File: src/rtl/irq_ack_pkg.sv
package irq_ack_pkg;
  localparam int NUM_CORE  = 2;
  localparam int CORE_W    = 1;
  localparam int ID_W      = 5;
  localparam int ADDR_W    = 12;
  localparam int DATA_W    = 32;
  localparam int VEC_W     = 8;
  localparam int PRIO_W    = 4;

  localparam int PRIO_LSB  = 8;
  localparam int LEVEL_BIT = 16;
  localparam int DEST_LSB  = 24;

  localparam logic [ADDR_W-1:0] OFS_WHOAMI = 12'h090;
  localparam logic [ADDR_W-1:0] OFS_IACK   = 12'h0A0;
  localparam logic [ADDR_W-1:0] OFS_EOI    = 12'h0B0;
  localparam logic [ADDR_W-1:0] SRC_BASE   = 12'h100;
  localparam logic [ADDR_W-1:0] OFS_SPUR   = 12'h1FC;

  typedef struct packed {
    logic [NUM_CORE-1:0] dest;
    logic                level;
    logic [PRIO_W-1:0]   prio;
    logic [VEC_W-1:0]    vec;
  } src_cfg_t;

  function automatic logic [DATA_W-1:0] cfg_to_word(input src_cfg_t c);
    logic [DATA_W-1:0] w;
    w = '0;
    w[VEC_W-1:0]               = c.vec;
    w[PRIO_LSB +: PRIO_W]      = c.prio;
    w[LEVEL_BIT]               = c.level;
    w[DEST_LSB +: NUM_CORE]    = c.dest;
    return w;
  endfunction

  function automatic src_cfg_t word_to_cfg(input logic [DATA_W-1:0] w);
    src_cfg_t c;
    c.vec   = w[VEC_W-1:0];
    c.prio  = w[PRIO_LSB +: PRIO_W];
    c.level = w[LEVEL_BIT];
    c.dest  = w[DEST_LSB +: NUM_CORE];
    return c;
  endfunction
endpackage

File: src/rtl/irq_prio_pick.sv
module irq_prio_pick #(
  parameter  int N  = 8,
  parameter  int PW = 4,
  localparam int IW = (N > 1) ? $clog2(N) : 1
) (
  input  logic [N-1:0]         cand,
  input  logic [N-1:0][PW-1:0] prio,
  output logic                 found,
  output logic [IW-1:0]        idx,
  output logic [PW-1:0]        best
);
  // Strict greater-than keeps the lowest index on a tie; priority 0 never wins.
  always_comb begin
    best = '0;
    idx  = '0;
    for (int i = 0; i < N; i++) begin
      if (cand[i] && (prio[i] > best)) begin
        best = prio[i];
        idx  = IW'(i);
      end
    end
    found = (best != '0);
  end
endmodule

File: src/rtl/irq_src_bank.sv
module irq_src_bank
  import irq_ack_pkg::*;
#(
  parameter  int N  = 8,
  localparam int IW = (N > 1) ? $clog2(N) : 1
) (
  input  logic                clk,
  input  logic                rst_n,
  input  logic [N-1:0]        irq_in,
  input  logic                cfg_we,
  input  logic [IW-1:0]       cfg_idx,
  input  src_cfg_t            cfg_wdata,
  input  logic                clr_en,
  input  logic [IW-1:0]       clr_idx,
  output src_cfg_t [N-1:0]    cfg,
  output logic [N-1:0]        pend
);
  src_cfg_t [N-1:0] cfg_q;
  logic [N-1:0]     irq_q;
  logic [N-1:0]     edge_q;
  logic [N-1:0]     rise;
  logic [N-1:0]     clr_hot;

  always_comb begin
    for (int i = 0; i < N; i++) begin
      rise[i]    = irq_in[i] & ~irq_q[i];
      clr_hot[i] = clr_en && (clr_idx == IW'(i));
    end
  end

  always_ff @(posedge clk) begin
    if (!rst_n) begin
      cfg_q  <= '0;
      irq_q  <= '0;
      edge_q <= '0;
    end else begin
      irq_q  <= irq_in;
      // a fresh edge in the acknowledge cycle survives the clear
      edge_q <= rise | (edge_q & ~clr_hot);
      for (int i = 0; i < N; i++) begin
        if (cfg_we && (cfg_idx == IW'(i))) cfg_q[i] <= cfg_wdata;
      end
    end
  end

  generate
    for (genvar g = 0; g < N; g++) begin : g_pend
      assign pend[g] = cfg_q[g].level ? irq_q[g] : edge_q[g];
    end
  endgenerate

  assign cfg = cfg_q;
endmodule

File: src/rtl/irq_core_ctx.sv
module irq_core_ctx
  import irq_ack_pkg::*;
#(
  parameter  int N  = 8,
  localparam int IW = (N > 1) ? $clog2(N) : 1
) (
  input  logic                    clk,
  input  logic                    rst_n,
  input  logic [N-1:0]            pend,
  input  logic [N-1:0]            routed,
  input  logic [N-1:0][PRIO_W-1:0] prio,
  input  logic                    ack_en,
  input  logic                    eoi_en,
  output logic                    found,
  output logic [IW-1:0]           idx,
  output logic [N-1:0]            isr,
  output logic                    core_int
);
  logic [N-1:0]      isr_q;
  logic [N-1:0]      cand;
  logic [PRIO_W-1:0] p_best;
  logic              s_found;
  logic [IW-1:0]     s_idx;
  logic [PRIO_W-1:0] s_best;
  logic              int_q;

  assign cand = pend & routed & ~isr_q;

  irq_prio_pick #(.N(N), .PW(PRIO_W)) u_pend_pick (
    .cand (cand), .prio (prio), .found (found), .idx (idx), .best (p_best)
  );

  irq_prio_pick #(.N(N), .PW(PRIO_W)) u_svc_pick (
    .cand (isr_q), .prio (prio), .found (s_found), .idx (s_idx), .best (s_best)
  );

  always_ff @(posedge clk) begin
    if (!rst_n) begin
      isr_q <= '0;
      int_q <= 1'b0;
    end else begin
      if (ack_en && found)        isr_q[idx]   <= 1'b1;
      else if (eoi_en && s_found) isr_q[s_idx] <= 1'b0;
      int_q <= ack_en ? 1'b0 : (found && (p_best > s_best));
    end
  end

  assign isr      = isr_q;
  assign core_int = int_q;
endmodule

File: src/rtl/irq_ack_dispatch.sv
module irq_ack_dispatch
  import irq_ack_pkg::*;
#(
  parameter  int NUM_SRC = 8,
  localparam int IW      = (NUM_SRC > 1) ? $clog2(NUM_SRC) : 1
) (
  input  logic                clk,
  input  logic                rst_n,
  input  logic [NUM_SRC-1:0]  irq_in,
  input  logic                req_valid,
  output logic                req_ready,
  input  logic                req_write,
  input  logic [ADDR_W-1:0]   req_addr,
  input  logic [DATA_W-1:0]   req_wdata,
  input  logic [ID_W-1:0]     req_id,
  output logic                rsp_valid,
  output logic [DATA_W-1:0]   rsp_rdata,
  output logic [NUM_CORE-1:0] core_int
);
  localparam logic [ADDR_W-1:0] SRC_SPAN = ADDR_W'(4 * NUM_SRC);

  src_cfg_t [NUM_SRC-1:0]                 cfg;
  logic [NUM_SRC-1:0]                     pend_vec;
  logic [NUM_SRC-1:0][PRIO_W-1:0]         prio_vec;
  logic [NUM_CORE-1:0][NUM_SRC-1:0]       routed;
  logic [NUM_CORE-1:0][NUM_SRC-1:0]       isr_all;
  logic [NUM_CORE-1:0]                    ack_en;
  logic [NUM_CORE-1:0]                    eoi_en;
  logic [NUM_CORE-1:0]                    ack_found;
  logic [NUM_CORE-1:0][IW-1:0]            ack_idx;

  logic                is_core;
  logic [CORE_W-1:0]   core_sel;
  logic                rd_acc;
  logic                wr_acc;
  logic [ADDR_W-1:0]   src_off;
  logic                src_hit;
  logic [IW-1:0]       src_idx;
  logic                clr_en;
  logic [DATA_W-1:0]   rd_word;
  logic [VEC_W-1:0]    spur_q;
  logic                rsp_valid_q;
  logic [DATA_W-1:0]   rsp_rdata_q;
  logic                unused_bits;

  assign req_ready = 1'b1;
  assign is_core   = (req_id < ID_W'(NUM_CORE));
  assign core_sel  = req_id[CORE_W-1:0];
  assign rd_acc    = req_valid && !req_write;
  assign wr_acc    = req_valid && req_write;

  assign src_off = req_addr - SRC_BASE;
  assign src_hit = (req_addr >= SRC_BASE) && (src_off < SRC_SPAN) && (src_off[1:0] == 2'b00);
  assign src_idx = src_off[IW+1:2];

  assign unused_bits = ^{src_off[ADDR_W-1:IW+2], req_wdata[DATA_W-1:DEST_LSB+NUM_CORE],
                         req_wdata[DEST_LSB-1:LEVEL_BIT+1], req_wdata[LEVEL_BIT-1:PRIO_LSB+PRIO_W],
                         req_id[ID_W-1:CORE_W]};

  generate
    for (genvar s = 0; s < NUM_SRC; s++) begin : g_src_vec
      assign prio_vec[s] = cfg[s].prio;
      for (genvar c = 0; c < NUM_CORE; c++) begin : g_route
        assign routed[c][s] = cfg[s].dest[c];
      end
    end
  endgenerate

  generate
    for (genvar c = 0; c < NUM_CORE; c++) begin : g_core
      assign ack_en[c] = rd_acc && (req_addr == OFS_IACK) && is_core && (core_sel == CORE_W'(c));
      assign eoi_en[c] = wr_acc && (req_addr == OFS_EOI)  && is_core && (core_sel == CORE_W'(c));

      irq_core_ctx #(.N(NUM_SRC)) u_ctx (
        .clk      (clk),
        .rst_n    (rst_n),
        .pend     (pend_vec),
        .routed   (routed[c]),
        .prio     (prio_vec),
        .ack_en   (ack_en[c]),
        .eoi_en   (eoi_en[c]),
        .found    (ack_found[c]),
        .idx      (ack_idx[c]),
        .isr      (isr_all[c]),
        .core_int (core_int[c])
      );
    end
  endgenerate

  assign clr_en = |(ack_en & ack_found);

  irq_src_bank #(.N(NUM_SRC)) u_bank (
    .clk       (clk),
    .rst_n     (rst_n),
    .irq_in    (irq_in),
    .cfg_we    (wr_acc && src_hit),
    .cfg_idx   (src_idx),
    .cfg_wdata (word_to_cfg(req_wdata)),
    .clr_en    (clr_en),
    .clr_idx   (ack_idx[core_sel]),
    .cfg       (cfg),
    .pend      (pend_vec)
  );

  always_comb begin
    rd_word = '0;
    if (!req_write) begin
      if (req_addr == OFS_WHOAMI) begin
        rd_word[ID_W-1:0] = is_core ? req_id : '1;
      end else if (req_addr == OFS_IACK) begin
        rd_word[VEC_W-1:0] = (is_core && ack_found[core_sel]) ? cfg[ack_idx[core_sel]].vec : spur_q;
      end else if (req_addr == OFS_SPUR) begin
        rd_word[VEC_W-1:0] = spur_q;
      end else if (src_hit) begin
        rd_word = cfg_to_word(cfg[src_idx]);
      end
    end
  end

  always_ff @(posedge clk) begin
    if (!rst_n) begin
      spur_q      <= '0;
      rsp_valid_q <= 1'b0;
      rsp_rdata_q <= '0;
    end else begin
      if (wr_acc && (req_addr == OFS_SPUR)) spur_q <= req_wdata[VEC_W-1:0];
      rsp_valid_q <= req_valid;
      rsp_rdata_q <= req_valid ? rd_word : '0;
    end
  end

  assign rsp_valid = rsp_valid_q;
  assign rsp_rdata = rsp_rdata_q;
endmodule

File: config.mk
export PLATFORM = sky130hd
export DESIGN_NAME = irq_ack_dispatch
export DESIGN_NICKNAME = d
export VERILOG_FILES = /design/src/rtl/irq_ack_pkg.sv /design/src/rtl/irq_prio_pick.sv /design/src/rtl/irq_src_bank.sv /design/src/rtl/irq_core_ctx.sv /design/src/rtl/irq_ack_dispatch.sv
export SDC_FILE = /design/constraint.sdc
export NUM_CORES = 1
export LEC_CHECK = 0
export BUFFER_PORTS_ARGS = -buffer_cell sky130_fd_sc_hd__buf_2
export CAP_MARGIN = 20
export CORE_MARGIN = 2
export CORE_UTILIZATION = 60
export DETAILED_ROUTE_END_ITERATION = 16
export PLACE_DENSITY_LB_ADDON = 0.12
export SLEW_MARGIN = 20
export SYNTH_ARGS = -nofsm -noshare
export SYNTH_HDL_FRONTEND = slang
export SYNTH_HIERARCHICAL = 1
export SYNTH_SLANG_ARGS = --single-unit
File: constraint.sdc
create_clock -name clk -period 15 [get_ports clk]
set_clock_uncertainty 0.2 [all_clocks]
set_input_delay 3 -clock clk [delete_from_list [all_inputs] [get_ports clk]]
set_output_delay 3 -clock clk [all_outputs]
set_load 0.05 [all_outputs]
Yosys cells after proc, flatten, opt, wreduce, memory -nomap -nowiden. Index checks and enable logic that the tools add are counted.

Add/sub/neg operators: 1. $mul: 0. Div/mod/pow operators: 0. Order comparisons: 45. Eq/ne operators: 18. Shift operators: 0. Mux-type cells: 94. Bitwise logic cells: 36. Reduce and logical (&&, ||, !) cells: 90.

Operator list (count): two-way mux 4 bit (32); > comparator 4 bit (30); binary-select mux 15 bit (select 3 bit) (2); two-way mux 3 bit (26); logical AND 1 bit (73); two-way mux 8 bit (9); AND 8 bit (7); NOT 8 bit (5); == test 12 x 8 -> 1 bit (second input constant) (3); == test 3 bit (second input constant) (8); < comparator 3 x 4 -> 1 bit (second input constant) (6); OR 8 bit (3); two-way mux 1 bit (18); nonzero test 4 bit (4); two-way mux 15 bit (1); demux 1 bit (select 3 bit) (4); == test 12 x 9 -> 1 bit (second input constant) (1); == test 3 x 2 -> 1 bit (second input constant) (4); >= comparator 12 x 9 -> 1 bit (second input constant) (1); >= comparator 3 x 1 -> 1 bit (second input constant) (4); < comparator 12 x 6 -> 1 bit (second input constant) (1); NOT 1 bit (12); subtractor 12 x 9 -> 12 bit (second input constant) (1); two-way mux 5 bit (2); 15 further kinds (27).

Register bits after elaboration: 195. Latch bits: 0. Memory bits (writable): 0. ROM bits: 0. Bits of input ports: 61. Output and inout port bits: 36. Word-level logic and storage cells: 328. Memories kept: 0.

Logic depth before layout (Yosys ltp).
Depth in word-level cells: 33. Gate-level depth with buffers: 71. Mapped depth without buffers: 70.

By module. Netlist, hierarchy kept.

Modules (own cells, without submodules): irq_src_bank (times used 1, cells an instance 480, area each 5022.3 um^2, seq. area each 2722.6 um^2); irq_prio_pick (g_core[1].u_ctx.u_pend_pick ...) (times used 2, cells an instance 217, area each 1637.8 um^2, seq. area each 0.0 um^2); irq_ack_dispatch (times used 1, cells an instance 369, area each 3072.9 um^2, seq. area each 480.5 um^2); irq_prio_pick (g_core[0].u_ctx.u_pend_pick ...) (times used 2, cells an instance 196, area each 1425.1 um^2, seq. area each 0.0 um^2); irq_core_ctx (g_core[1].u_ctx) (times used 1, cells an instance 77, area each 589.3 um^2, seq. area each 180.2 um^2); irq_core_ctx (g_core[0].u_ctx) (times used 1, cells an instance 69, area each 560.5 um^2, seq. area each 180.2 um^2).

Least setup slack after synthesis. No wires, ideal clock.

Kind: reg-to-reg. Start: register u_bank.cfg_q (netlist bit u_bank/cfg[12]). End: register g_core[0].u_ctx.isr_q[4]. Data arrival time: 12.640 ns. Slack: 2.038 ns. Cell stages (with the launch flop): 62. Buffers on the path: 2. Clock period less this slack: 12.962 ns. Cells stage by stage: dfxtp_1 > mux2_2 > nand2_1 > nor2_1 > and2_0 > inv_2 > ha_1 > nand4_1 > nand2_1 > a21oi_1 > mux2_2 > ha_1 > nand3_1 > o21a_1 > a22oi_1 > o31ai_2 > o31ai_4 > nor2_1 > [... 26 more ...] > ha_1 > nand3_1 > o22ai_1 > o221a_2 > clkbuf_1 > mux2i_1 > ha_1 > nor2b_1 > o21a_1 > o21ai_0 > a21oi_1 > nor2_1 > a221o_1 > or4_1 > and2_4 > buf_6 > or3b_4 > o311a_1.

Elaborated cells between the ends (all ways): 43.

RTL lines: start, declared (line irq_src_bank.sv:18) `src_cfg_t [N-1:0] cfg_q;`; start signal, assigned by index (line irq_src_bank.sv:41) `if (cfg_we && (cfg_idx == IW'(i))) cfg_q[i] <= cfg_wdata;`; two-way mux 1 bit (*) (line irq_src_bank.sv:48) `assign pend[g] = cfg_q[g].level ? irq_q[g] : edge_q[g];`; net pend_vec[0] (line irq_ack_dispatch.sv:23) `logic [NUM_SRC-1:0] pend_vec;`; AND 8 bit (*) (2 in series) (line irq_core_ctx.sv:27) `assign cand = pend & routed & ~isr_q;`; net g_core[0].u_ctx.cand[0] (line irq_core_ctx.sv:20) `logic [N-1:0] cand;`; logical AND 1 bit (*) (line irq_prio_pick.sv:17) `if (cand[i] && (prio[i] > best)) begin`; two-way mux 4 bit (*) (line irq_prio_pick.sv:17); > comparator 4 bit (line irq_prio_pick.sv:17); logical AND 1 bit (line irq_prio_pick.sv:17); [... 16 more ...]; > comparator 4 bit (line irq_prio_pick.sv:17); logical AND 1 bit (line irq_prio_pick.sv:17); two-way mux 4 bit (*) (line irq_prio_pick.sv:17); net g_core[0].u_ctx.p_best[1] (line irq_core_ctx.sv:21) `logic [PRIO_W-1:0] p_best;`; nonzero test 4 bit (*) (line irq_prio_pick.sv:22) `found = (best != '0);`; net ack_found[0] (line irq_ack_dispatch.sv:29) `logic [NUM_CORE-1:0] ack_found;`; logical AND 1 bit (*) (line irq_core_ctx.sv:42) `if (ack_en && found) isr_q[idx] <= 1'b1;`; two-way mux 8 bit / nonzero test 2 bit (equally long branches); end signal, assigned (line irq_core_ctx.sv:39) `isr_q <= '0;`; end signal, assigned by index (line irq_core_ctx.sv:42); end signal, assigned by index (line irq_core_ctx.sv:43) `else if (eoi_en && s_found) isr_q[s_idx] <= 1'b0;`; end, declared (line irq_core_ctx.sv:19) `logic [N-1:0] isr_q;`.

The timed path passes the listed nets; every way through them passes the cells marked *. A chain may end at the register's enable or synchronous reset.

Worst setup path in the final report.
Start: register u_bank.cfg_q (netlist bit u_bank/cfg[12]). End: register rsp_rdata_q[1] (netlist: rsp_rdata[1]).

Longest elaborated chain between the ends: 33. Elaborated cells between the ends (all ways): 77.

Ends and longest elaborated chain: two-way mux 1 bit (*) (line irq_src_bank.sv:48); net pend_vec[0] (line irq_ack_dispatch.sv:23); AND 8 bit (*) (2 in series) (line irq_core_ctx.sv:27); net g_core[1].u_ctx.cand[0] (line irq_core_ctx.sv:20); logical AND 1 bit (*) (line irq_prio_pick.sv:17); two-way mux 4 bit (*) (line irq_prio_pick.sv:17); > comparator 4 bit (line irq_prio_pick.sv:17); logical AND 1 bit (line irq_prio_pick.sv:17); [... 18 more ...]; two-way mux 4 bit (*) (line irq_prio_pick.sv:17); nonzero test 4 bit (*) (line irq_prio_pick.sv:22); net ack_found[1] (line irq_ack_dispatch.sv:29); two-way mux 1 bit (implied by the code) (*) (2 in series) (line irq_ack_dispatch.sv:111) `rd_word[VEC_W-1:0] = (is_core && ack_found[core_sel]) ? cfg[ack_idx[core_sel]].vec : spur_q;`; logical AND 1 bit (*) (line irq_ack_dispatch.sv:111); two-way mux 8 bit (*) (line irq_ack_dispatch.sv:111); two-way mux 8 bit (*) (line irq_ack_dispatch.sv:110) `end else if (req_addr == OFS_IACK) begin`; two-way mux 5 bit (*) (line irq_ack_dispatch.sv:108) `if (req_addr == OFS_WHOAMI) begin`; end signal, assigned (line irq_ack_dispatch.sv:128) `rsp_rdata_q <= req_valid ? rd_word : '0;`; end, declared (line irq_ack_dispatch.sv:43) `logic [DATA_W-1:0] rsp_rdata_q;`.

The timed path passes the listed nets; every way through them passes the cells marked *. The select of a mux whose other input is x is not followed.

==> out/summary.txt <==
Status -> finished, final reports clean
Global-route wire length before repair -> 71800 um
Syn Area/Cell -> 8.44 um^2
Gr busiest metal -> met2
RR Startpoint -> u_bank/cfg[12]$_SDFFE_PN0P_
DRT Wirelength -> 45700 um
Clock Sinks -> 178
Cells after DPL -> 2171
Top Ports -> 97
Seq/Total Area, Yosys -> 23.2%
Worst slack, placed -> 0.425 ns
Number of synthesized flops with an enable pin -> 0
Crit Path Class -> reg -> reg
Worst r2r path cells -> 65
CTS Buffer Depth -> 2
Finished Core Util -> 66.0%
Yosys warnings -> 6
Crit path max-delay family -> compound AO/OA/AOI/OAI gates
Antenna Cells -> 0
CP arrival -> 14.35 ns
Via count of the routed design -> 14.4k
Drt pass-1 iters -> 7
Crit path top cell by count -> ha_1
Remaining Overflow, GRT -> 0
Via count of the first global-routing pass -> 13.7k
Worst setup SP type -> flip-flop
Hold Slack -> 0.257 ns
Worst Tran Pin Value -> 1.15 ns
Die Y -> 164 um
Hold Path Origin -> u_bank/edge_q[2]$_SDFF_PN0_
Pin count of the biggest net entering global routing -> 71
Clock latency on the worst-skew pair -> 0.44 ns
Residual DRC -> 0
Post-route insts no fill -> 2206
Final period utilization -> 94.7%
Worst r2r dst -> rsp_rdata[1]$_SDFF_PP0_
Final Setup Violations -> 0
H-tree depth -> 4
CTS Buf Count -> 17
Layout cells sized above 1 -> 17.3%
Post-DR wirelength/cell -> 20.7 um
Final critical-path required period -> 14.20 ns
Routed Antenna Nets -> 0
CP max FO -> 9
DP HPWL -> 32800 um
M1 GR Usage -> 44.4%
Die area -> 26900 um^2
Worst path slowest cell -> or4b_4
Die X -> 164 um
# rows -> 58
Hold Path Depth -> 2
Core area -> 25200 um^2
CTS Root Cell -> clkbuf_16
F_max -> 70.4 MHz
Crit-path max cell delay -> 0.56 ns
HP Class -> reg -> reg
CP required -> 15.14 ns
VDD IR-drop max -> 0.0709 mV
IO buf count -> 61
DRT iter0 DRCs -> 1600
Flops & latches, synth -> 178
Hold worst-path end -> u_bank/edge_q[2]$_SDFF_PN0_
Crit. End Element -> flip-flop
Final worst setup slack -> 0.796 ns
Synth Flop Type -> dfxtp_1
Initial Util -> 61.0%
Max-slew violation count -> 0
Clk pin slew, worst setup/hold paths -> 0.08 ns
Power per standard cell area -> 60.4 nW/um^2
Routability cong. -> 0.975
Mapped cell area -> 15400 um^2
Buf/Inv on CP -> 2
Synth Instances -> 1821
R2r setup slk -> 0.80 ns
Routing usage on met2 -> 56.0%
Fin. Hold Viols -> 0
Post-synthesis async set-or-reset flop share -> 0%
Slew headroom -> 23.2%
GRT Util Overall -> 34.0%
Cell variety after synth -> 120
Initial antenna violation count -> 0
Leakage -> 7.39 nW
Layout overhead on the synthesized area -> 8.08%
Routing usage on met3 -> 6.14%
Final-stage net count -> 2028
CTS tree -> done
Max Cap Viol -> 0
Via density -> 6.53
[kinds of logic after synthesis]
logic type	share of synthesized area (%)
fa+ha+maj	8.73
mux	17.6
simple gates	21.7
flops	23.2
buf+inv	5.85
compound gates	22.6
xor+xnor	0.342
other cells	0.0489
[synth_stat cells (9+ instances only)]
library cell / instances / area [um^2]
and2_1: 19 / 119
nand2b_1: 14 / 87.6
o21a_1: 20 / 150
nand2_1: 249 / 935
or2_2: 9 / 56.3
o31ai_1: 9 / 67.6
clkbuf_1: 46 / 173
o211ai_1: 32 / 240
mux2_2: 20 / 225
ha_1: 104 / 1300
nand3b_1: 9 / 67.6
mux2i_1: 167 / 1670
a21o_1: 13 / 97.6
a21oi_1: 79 / 395
a21oi_2: 10 / 87.6
mux4_2: 30 / 676
a31oi_1: 22 / 138
o21ai_0: 58 / 290
nor3_1: 18 / 90.1
buf_2: 14 / 70.1
buf_4: 20 / 150
nand4_1: 20 / 125
inv_1: 108 / 405
nor2_1: 123 / 462
nor2b_1: 55 / 344
o311ai_0: 12 / 105
and3_1: 9 / 56.3
o221ai_1: 14 / 123
nand3_1: 31 / 155
dfxtp_1: 178 / 3560
o22ai_1: 25 / 156
[worst max-delay path by stage]
stage,startpoint,end,slack (ns),cells past startpoint
after global routing,u_bank/cfg[12]$_SDFFE_PN0P_,rsp_rdata[4]$_SDFF_PP0_,-0.03,63
final,u_bank/cfg[12]$_SDFFE_PN0P_,rsp_rdata[1]$_SDFF_PP0_,0.80,65
after CTS,u_bank/cfg[12]$_SDFFE_PN0P_,rsp_rdata[1]$_SDFF_PP0_,0.36,67
after floorplan,u_bank/cfg[12]$_SDFFE_PN0P_,g_core[0].u_ctx/isr[4]$_SDFFE_PN0P_,2.04,61
after detailed placement,u_bank/cfg[12]$_SDFFE_PN0P_,rsp_rdata[1]$_SDFF_PP0_,0.43,67
after global placement,u_bank/cfg[12]$_SDFFE_PN0P_,rsp_rdata[3]$_SDFF_PP0_,0.71,65
[metrics by stage]
| stage | area (um^2) | total power, mW | setup TNS (ns) |
|---|---|---|---|
| 6_report | 16600 | 1.00 | 0 |
| 3_5_place_dp | 15900 | 0.546 | 0 |
| 4_1_cts | 16500 | 1.01 | 0 |
| 2_1_floorplan | 15400 | 0.532 | 0 |
| 5_1_grt | 16600 | 1.03 | -0.0310 |
| 3_3_place_gp | 15900 | 0.545 | 0 |
[state kept, by name, summed over array words and instances, names as in the netlist]
signal	count
g_core.u_ctx/core_int	2
g_core.u_ctx/isr	16
rsp_rdata	15
rsp_valid	1
spur_q	8
u_bank/cfg	120
u_bank/edge_q	8
u_bank/irq_q	8
[power by group]
part / internal, mW / switching [mW] / leakage [nW]
sequential: 0.475 / 0.00141 / 1.44
clock: 0.241 / 0.226 / 0.300
combinational: 0.0161 / 0.0431 / 5.65
total: 0.732 / 0.271 / 7.39
[placed cells by master, fill, tap and decap left out, types with 32 or more instances in the layout]
cell	n
buf_2	60
nor2_1	123
ha_1	104
nand2_1	249
dfxtp_1	178
buf_4	38
nor2b_1	55
a21oi_1	75
mux2i_1	167
o211ai_1	32
inv_1	108
o21ai_0	56
[final cells by class]
type                       count  area, um^2
timing repair buffer          99         597
tap                          330         413
multi-input combinational   1457       11000
fill                        2170        8570
clock buffer                  17         425
clock inverter                15         184
inverter                     110         413
sequential                   178        3560
[timing repair]
item,4_1_cts,5_1_grt
endpoints found under the setup margin,0,32
hold buffers,0,0
resized for setup,0,10
buffers inserted,0,3
[per-layer routing]
metal,vias to the layer above,share of wire (%)
li1,6786,-
met1,6929,42
met2,583,47
met3,101,8.0
met4,0,3.1
met5,-,0
[tightest hold or removal path, stage by stage, from the launching register on]
cell and delay [ns]:
dfxtp_1 0.31, nand2_1 0.05, o21ai_0 0.06
Power figures use the tool's default switching activity.
